===== config.mk =====
export PLATFORM = sky130hd
export DESIGN_NAME = mxe_decoder
export DESIGN_NICKNAME = d
export VERILOG_FILES = /design/src/rtl/mxe_pkg.sv /design/src/rtl/mxe_class_match.sv /design/src/rtl/mxe_operand_map.sv /design/src/rtl/mxe_size_calc.sv /design/src/rtl/mxe_decoder.sv
export SDC_FILE = /design/constraint.sdc
export NUM_CORES = 1
export LEC_CHECK = 0
export ABC_AREA = 0
export BUFFER_PORTS_ARGS = -buffer_cell sky130_fd_sc_hd__buf_2
export CORE_MARGIN = 2
export CORE_UTILIZATION = 38
export DETAILED_ROUTE_END_ITERATION = 16
export PLACE_DENSITY = 0.69
export SYNTH_ARGS = -nofsm -noshare
export SYNTH_HDL_FRONTEND = slang
export SYNTH_SLANG_ARGS = --single-unit

===== constraint.sdc =====
create_clock -name clk -period 5.2 [get_ports clk]
set_clock_uncertainty 0.05 [all_clocks]
set_input_delay 0.52 -clock clk [delete_from_list [all_inputs] [get_ports clk]]
set_output_delay 0.52 -clock clk [all_outputs]
set_load 0.1 [all_outputs]

===== src/rtl/mxe_pkg.sv =====
package mxe_pkg;

  typedef enum logic [2:0] {
    MXE_NONE   = 3'd0,
    MXE_SCL_H  = 3'd1,
    MXE_SCL_SD = 3'd2,
    MXE_VEC_H  = 3'd3,
    MXE_VEC_SD = 3'd4
  } mxe_class_e;

  typedef struct packed {
    logic       q;
    logic       sz;
    logic       l;
    logic       m;
    logic       h;
    logic [3:0] rm_lo;
    logic [4:0] rn;
    logic [4:0] rd;
  } mxe_fields_t;

  function automatic logic cls_is_half(mxe_class_e c);
    return (c == MXE_SCL_H) || (c == MXE_VEC_H);
  endfunction

  function automatic logic cls_is_vec(mxe_class_e c);
    return (c == MXE_VEC_H) || (c == MXE_VEC_SD);
  endfunction

endpackage


===== src/rtl/mxe_class_match.sv =====
module mxe_class_match
  import mxe_pkg::*;
#(
  parameter int INSN_W = 32
) (
  input  logic [INSN_W-1:0] insn,
  output mxe_class_e        cls,
  output mxe_fields_t       fld
);

  logic fixed_ok;
  logic prec_half;
  logic prec_sd;
  logic form_scalar;
  logic form_vector;

  always_comb begin
    fixed_ok    = !insn[31] && insn[29] && (insn[27:24] == 4'hF) &&
                  (insn[15:12] == 4'h9) && !insn[10];
    prec_half   = (insn[23:22] == 2'b00);
    prec_sd     = insn[23];
    form_scalar = insn[28] && insn[30];
    form_vector = !insn[28];

    cls = MXE_NONE;
    if (fixed_ok) begin
      if (form_scalar && prec_half)      cls = MXE_SCL_H;
      else if (form_scalar && prec_sd)   cls = MXE_SCL_SD;
      else if (form_vector && prec_half) cls = MXE_VEC_H;
      else if (form_vector && prec_sd)   cls = MXE_VEC_SD;
    end

    fld.q     = insn[30];
    fld.sz    = insn[22];
    fld.l     = insn[21];
    fld.m     = insn[20];
    fld.h     = insn[11];
    fld.rm_lo = insn[19:16];
    fld.rn    = insn[9:5];
    fld.rd    = insn[4:0];
  end

endmodule


===== src/rtl/mxe_operand_map.sv =====
module mxe_operand_map
  import mxe_pkg::*;
#(
  parameter int REG_W = 5,
  parameter int IDX_W = 3
) (
  input  mxe_class_e       cls,
  input  logic             sz,
  input  logic             l,
  input  logic             m,
  input  logic             h,
  input  logic [REG_W-2:0] rm_lo,
  output logic [REG_W-1:0] rm,
  output logic [IDX_W-1:0] idx,
  output logic             idx_rsv
);

  logic half;

  always_comb begin
    half    = cls_is_half(cls);
    rm      = '0;
    idx     = '0;
    idx_rsv = 1'b0;
    if (half) begin
      rm  = {1'b0, rm_lo};
      idx = IDX_W'({h, l, m});
    end else begin
      rm = {m, rm_lo};
      case ({sz, l})
        2'b00, 2'b01: idx = IDX_W'({h, l});
        2'b10:        idx = IDX_W'(h);
        default: begin
          idx     = '0;
          idx_rsv = (cls != MXE_NONE);
        end
      endcase
    end
  end

endmodule


===== src/rtl/mxe_size_calc.sv =====
module mxe_size_calc
  import mxe_pkg::*;
#(
  parameter int SIZE_W = 8,
  parameter int CNT_W  = 4
) (
  input  mxe_class_e        cls,
  input  logic              sz,
  input  logic              q,
  input  logic              h,
  output logic [SIZE_W-1:0] esize,
  output logic [SIZE_W-1:0] dsize,
  output logic [CNT_W-1:0]  count,
  output logic [SIZE_W-1:0] idx_width,
  output logic              arr_rsv
);

  localparam logic [2:0] LOG_HALF = 3'd4;
  localparam logic [2:0] LOG_WORD = 3'd5;
  localparam logic [2:0] LOG_D64  = 3'd6;
  localparam logic [SIZE_W-1:0] ONE_S = SIZE_W'(1);
  localparam logic [CNT_W-1:0]  ONE_C = CNT_W'(1);

  logic [2:0] log_e;
  logic [2:0] log_d;
  logic       half;
  logic       vec;

  always_comb begin
    half      = cls_is_half(cls);
    vec       = cls_is_vec(cls);
    log_e     = half ? LOG_HALF : (LOG_WORD + 3'(sz));
    log_d     = vec ? (LOG_D64 + 3'(q)) : log_e;
    arr_rsv   = (cls == MXE_VEC_SD) && sz && !q;
    esize     = ONE_S << log_e;
    dsize     = ONE_S << log_d;
    count     = (log_d >= log_e) ? (ONE_C << (log_d - log_e)) : ONE_C;
    idx_width = ONE_S << (LOG_D64 + 3'(h));
  end

endmodule


===== src/rtl/mxe_decoder.sv =====
module mxe_decoder
  import mxe_pkg::*;
#(
  parameter int SIZE_W = 8,
  parameter int CNT_W  = 4
) (
  input  logic              clk,
  input  logic              rst,
  input  logic [31:0]       insn_i,
  input  logic              half_en_i,
  output logic              match_o,
  output logic              undef_o,
  output logic              vector_o,
  output logic [4:0]        rd_o,
  output logic [4:0]        rn_o,
  output logic [4:0]        rm_o,
  output logic [2:0]        index_o,
  output logic [SIZE_W-1:0] esize_o,
  output logic [SIZE_W-1:0] dsize_o,
  output logic [CNT_W-1:0]  count_o,
  output logic [SIZE_W-1:0] idx_width_o
);

  localparam int INSN_W = 32;
  localparam int REG_W  = 5;
  localparam int IDX_W  = 3;

  mxe_class_e  cls;
  mxe_fields_t fld;
  logic [REG_W-1:0]  rm_c;
  logic [IDX_W-1:0]  idx_c;
  logic              idx_rsv;
  logic [SIZE_W-1:0] es_c;
  logic [SIZE_W-1:0] ds_c;
  logic [CNT_W-1:0]  cnt_c;
  logic [SIZE_W-1:0] iw_c;
  logic              arr_rsv;

  mxe_class_match #(.INSN_W(INSN_W)) u_match (
    .insn (insn_i),
    .cls  (cls),
    .fld  (fld)
  );

  mxe_operand_map #(.REG_W(REG_W), .IDX_W(IDX_W)) u_opmap (
    .cls     (cls),
    .sz      (fld.sz),
    .l       (fld.l),
    .m       (fld.m),
    .h       (fld.h),
    .rm_lo   (fld.rm_lo),
    .rm      (rm_c),
    .idx     (idx_c),
    .idx_rsv (idx_rsv)
  );

  mxe_size_calc #(.SIZE_W(SIZE_W), .CNT_W(CNT_W)) u_size (
    .cls       (cls),
    .sz        (fld.sz),
    .q         (fld.q),
    .h         (fld.h),
    .esize     (es_c),
    .dsize     (ds_c),
    .count     (cnt_c),
    .idx_width (iw_c),
    .arr_rsv   (arr_rsv)
  );

  logic              hit;
  logic              bad;
  logic              live;
  logic              n_vec;
  logic [REG_W-1:0]  n_rd;
  logic [REG_W-1:0]  n_rn;
  logic [REG_W-1:0]  n_rm;
  logic [IDX_W-1:0]  n_idx;
  logic [SIZE_W-1:0] n_es;
  logic [SIZE_W-1:0] n_ds;
  logic [CNT_W-1:0]  n_cnt;
  logic [SIZE_W-1:0] n_iw;

  always_comb begin
    hit   = (cls != MXE_NONE);
    bad   = hit && ((cls_is_half(cls) && !half_en_i) || idx_rsv || arr_rsv);
    live  = hit && !bad;
    n_vec = live && cls_is_vec(cls);
    n_rd  = live ? fld.rd  : '0;
    n_rn  = live ? fld.rn  : '0;
    n_rm  = live ? rm_c    : '0;
    n_idx = live ? idx_c   : '0;
    n_es  = live ? es_c    : '0;
    n_ds  = live ? ds_c    : '0;
    n_cnt = live ? cnt_c   : '0;
    n_iw  = live ? iw_c    : '0;
  end

  always_ff @(posedge clk) begin
    if (rst) begin
      match_o     <= 1'b0;
      undef_o     <= 1'b0;
      vector_o    <= 1'b0;
      rd_o        <= '0;
      rn_o        <= '0;
      rm_o        <= '0;
      index_o     <= '0;
      esize_o     <= '0;
      dsize_o     <= '0;
      count_o     <= '0;
      idx_width_o <= '0;
    end else begin
      match_o     <= hit;
      undef_o     <= bad;
      vector_o    <= n_vec;
      rd_o        <= n_rd;
      rn_o        <= n_rn;
      rm_o        <= n_rm;
      index_o     <= n_idx;
      esize_o     <= n_es;
      dsize_o     <= n_ds;
      count_o     <= n_cnt;
      idx_width_o <= n_iw;
    end
  end

endmodule


==> run_results.csv <==
group,metric,value,unit
status,run_status,"complete, no violations",
sta,fin_crit_sh,0.487,
sta,slew_viol_final,0,
placed_design,gp_congestion,0.764,
clock_tree,cts_tree,"done",
global_routing,overflow,0,
final_layout,n_antenna_cell,0,
power,netSwitchingFraction,0.294,
global_routing,antenna_found_initial,0,
power,p_switching,0.000145,W
logic_synthesis,yosys_most_used_dff,"dfxtp_1",
routing,wl_per_cell,11.3,um
placed_design,placedCellCount,240,
global_routing,grt_usage,0.131,
final_layout,num-nets-final,238,
logic_synthesis,synth_edf_count,0,
placed_design,placed_area,1680,sq um
setup_path,worst_setup_path_end_kind,"flip-flop",
sta,hold_viol_final,0,
power,clock_power_share,0.294,
floorplanning,initial_core_util,0.404,
logic_synthesis,syn-cell-area,1380,sq um
sta,tightestPinTransition,0.645,ns
clock_tree,cts_buffers,5,
floorplanning,die_area,4130,sq um
power,p_per_area,283,nW/um^2
setup_path,start_kind,"input pin",
routing,ant_nets,0,
clock_tree,clock-sinks,35,
routing,routed_wl,2.79,mm
global_routing,grt_pass1_vias,942,
power,p_int,0.000347,W
clock_tree,root_buffer,"clkbuf_4",
min_path,hold_path_class,"input pin to flip-flop",
logic_synthesis,yosys_warnings,0,
logic_synthesis,synth_top_area_frac,0.507,
logic_synthesis,synth.area.top_cells,"dfxtp_1 51%, buf_4 7.6%, and2_4 5.7%, and2_1 3.6%, buf_6 2.4%",
flow_run,max_cap_violations,0,
final_layout,fillers,332,
setup_path,worst-endpoint-arrival,2.73,ns
power,comb_power_share,0.161,
floorplanning,ioPinCount,84,
logic_synthesis,yosys.area.top_type,"dfxtp_1",
sta,finalSetupTns,0,ns
sta,rsz0062_at_grt,"false",
sta,min_period,2.53,ns
global_routing,grt_max_degree,19,
logic_synthesis,syn_avg_cell_area,10.5,sq um
sta,timing.fmax,394,MHz
clock_tree,clockBufferDepth,2,
floorplanning,die_width,64.3,um
setup_path,crit_type,"input pin to flip-flop",
routing,routed_via_density,4.44,
power,irDropWorstVdd,0.000137,V
floorplanning,core,3420,sq um
routing,dr_total_vias,1097,
logic_synthesis,synthArstFlopShare,0,
final_layout,drive_gt1_frac,0.458,
routing,first_pass_iters,4,
clock_tree,cts_setup_buffers,0,
logic_synthesis,syn_inst,131,
logic_synthesis,synth_seq_cells,35,
sta,setup_viol,0,
sta,slew-limit-headroom,0.569,
logic_synthesis,synth.distinct_cells,39,
power,power.share.sequential,0.546,
sta,setup_slack,2.67,ns
final_layout,final_cell_area,1740,sq um
final_layout,areaGrowthSynthToFinish,26.0,%
clock_tree,cts-htree-levels,2,
clock_tree,clkSlewWorstSetupHoldPaths,0.10,ns
floorplanning,die_y,64.3,um
setup_path,crit_required,5.39,ns
setup_path,crit_path_max_fanout,7,
final_layout,stdcell_count,247,
placed_design,pre_cts_slack,2.33,ns
clock_tree,post_cts_resized,0,
clock_tree,postCtsHoldBufs,0,
power,leakage,0.886,nW
logic_synthesis,ys_seq_area_frac,0.507,
floorplanning,fp-row-count,21,
routing,dr.first_iter.drc_count,19,
placed_design,dp_hpwl,2.06,mm
sta,timing.hold.ws,0.305,ns
global_routing,grt_pass1_wl,4.11,mm
routing,drc_errors,0,
placed_design,io_buffers,69,
## path summary, 6_finish.rpt
kind,from,to,slack (ns),cells after the start
worst max-delay path,insn_i[14],count_o[0],2.67,10
worst min-delay path,insn_i[11],idx_width_o[6],0.31,2
## final cells by class
| class | instances | area, sq um | share of cell area |
|---|---|---|---|
| Clock buffer | 6 | 51.3 | 0.0295 |
| Clock inverter | 1 | 5.00 | 0.00288 |
| Inverter | 2 | 7.51 | 0.00431 |
| Multi-Input combinational cell | 88 | 573 | 0.329 |
| Sequential cell | 35 | 701 | 0.403 |
| Tap cell | 46 | 57.6 | 0.0331 |
| Timing Repair Buffer | 69 | 345 | 0.198 |
## critical path, stage by stage
cell and delay (ns):
buf_2 0.09, and4b_1 0.30, nand3_1 0.20, or3_1 0.38
o211ai_1 0.11, ha_1 0.17, inv_1 0.04, ha_1 0.31
or3b_2 0.47, a21oi_1 0.12
## cell usage after synthesis (3+ instances only)
| cell | number |
|---|---|
| buf_6 | 3 |
| o21ai_0 | 4 |
| nor3_1 | 5 |
| nand3_1 | 5 |
| and2_4 | 9 |
| dfxtp_1 | 35 |
| a21oi_1 | 3 |
| and2_1 | 8 |
| buf_4 | 14 |
| nor2_1 | 7 |
## logic make-up (layout without fill, tap and decap cells)
group	Yosys count	count (layout)	share of synthesized area
buffers and inverters	22	78	0.116
other	1	15	0.00271
flip-flops	35	35	0.507
AND/OR/NAND/NOR	57	57	0.289
adder cells (fa/ha/maj)	2	2	0.0181
AO/OA/AOI/OAI	14	14	0.0670
## cells in the final DEF (no fill, tap or decap), drive strengths merged
cell,instances
nor3b,1
nand3,5
or4,1
o21ai,4
and4,1
o311a,1
a21oi,3
and4b,2
nor4,4
o31a,1
or3b,1
nor2b,2
nand2b,2
nand2,1
o211ai,1
dfxtp,35
a41oi,1
nor3,5
clkbuf,6
and3b,1
nor4b,1
ha,2
and4bb,1
inv,2
a211o,1
or3,2
conb,15
a31oi,1
and3,2
clkinv,1
and2,17
buf,69
nand4,1
nor2,7
a21boi,1
## power by group through the flow
stage / clock network, W / registers, W / logic (W)
final: 0.000144 / 0.000268 / 0.0000792
after global routing: 0.000164 / 0.000269 / 0.0000835
after global placement: 0 / 0.000275 / 0.0000788
after floorplan: 0 / 0.000278 / 0.0000672
after detailed placement: 0 / 0.000275 / 0.0000785
after CTS: 0.000149 / 0.000268 / 0.0000788
## routing by layer
metal  vias to the layer above  GRT usage  wire, um
met5                         -          0         0
met4                         0     0.0399        27
met3                         4     0.0687       278
met2                        63      0.185      1130
met1                       471      0.171      1350
li1                        559          -         -
## state kept, by name, indices dropped and copies added, names as in the netlist
name and count:
esize_o 4, match_o 1, index_o 3, vector_o 1, rd_o 5, idx_width_o 2
rn_o 5, undef_o 1, count_o 4, dsize_o 4, rm_o 5
## per-stage QoR
step | power [W] | util
finish | 0.000492 | 0.510
global route | 0.000516 | 0.510
CTS | 0.000496 | 0.510
detailed placement | 0.000353 | 0.493
global placement | 0.000353 | 0.493
floorplan | 0.000345 | -
Note: power is estimated with default switching activity, not from simulation.
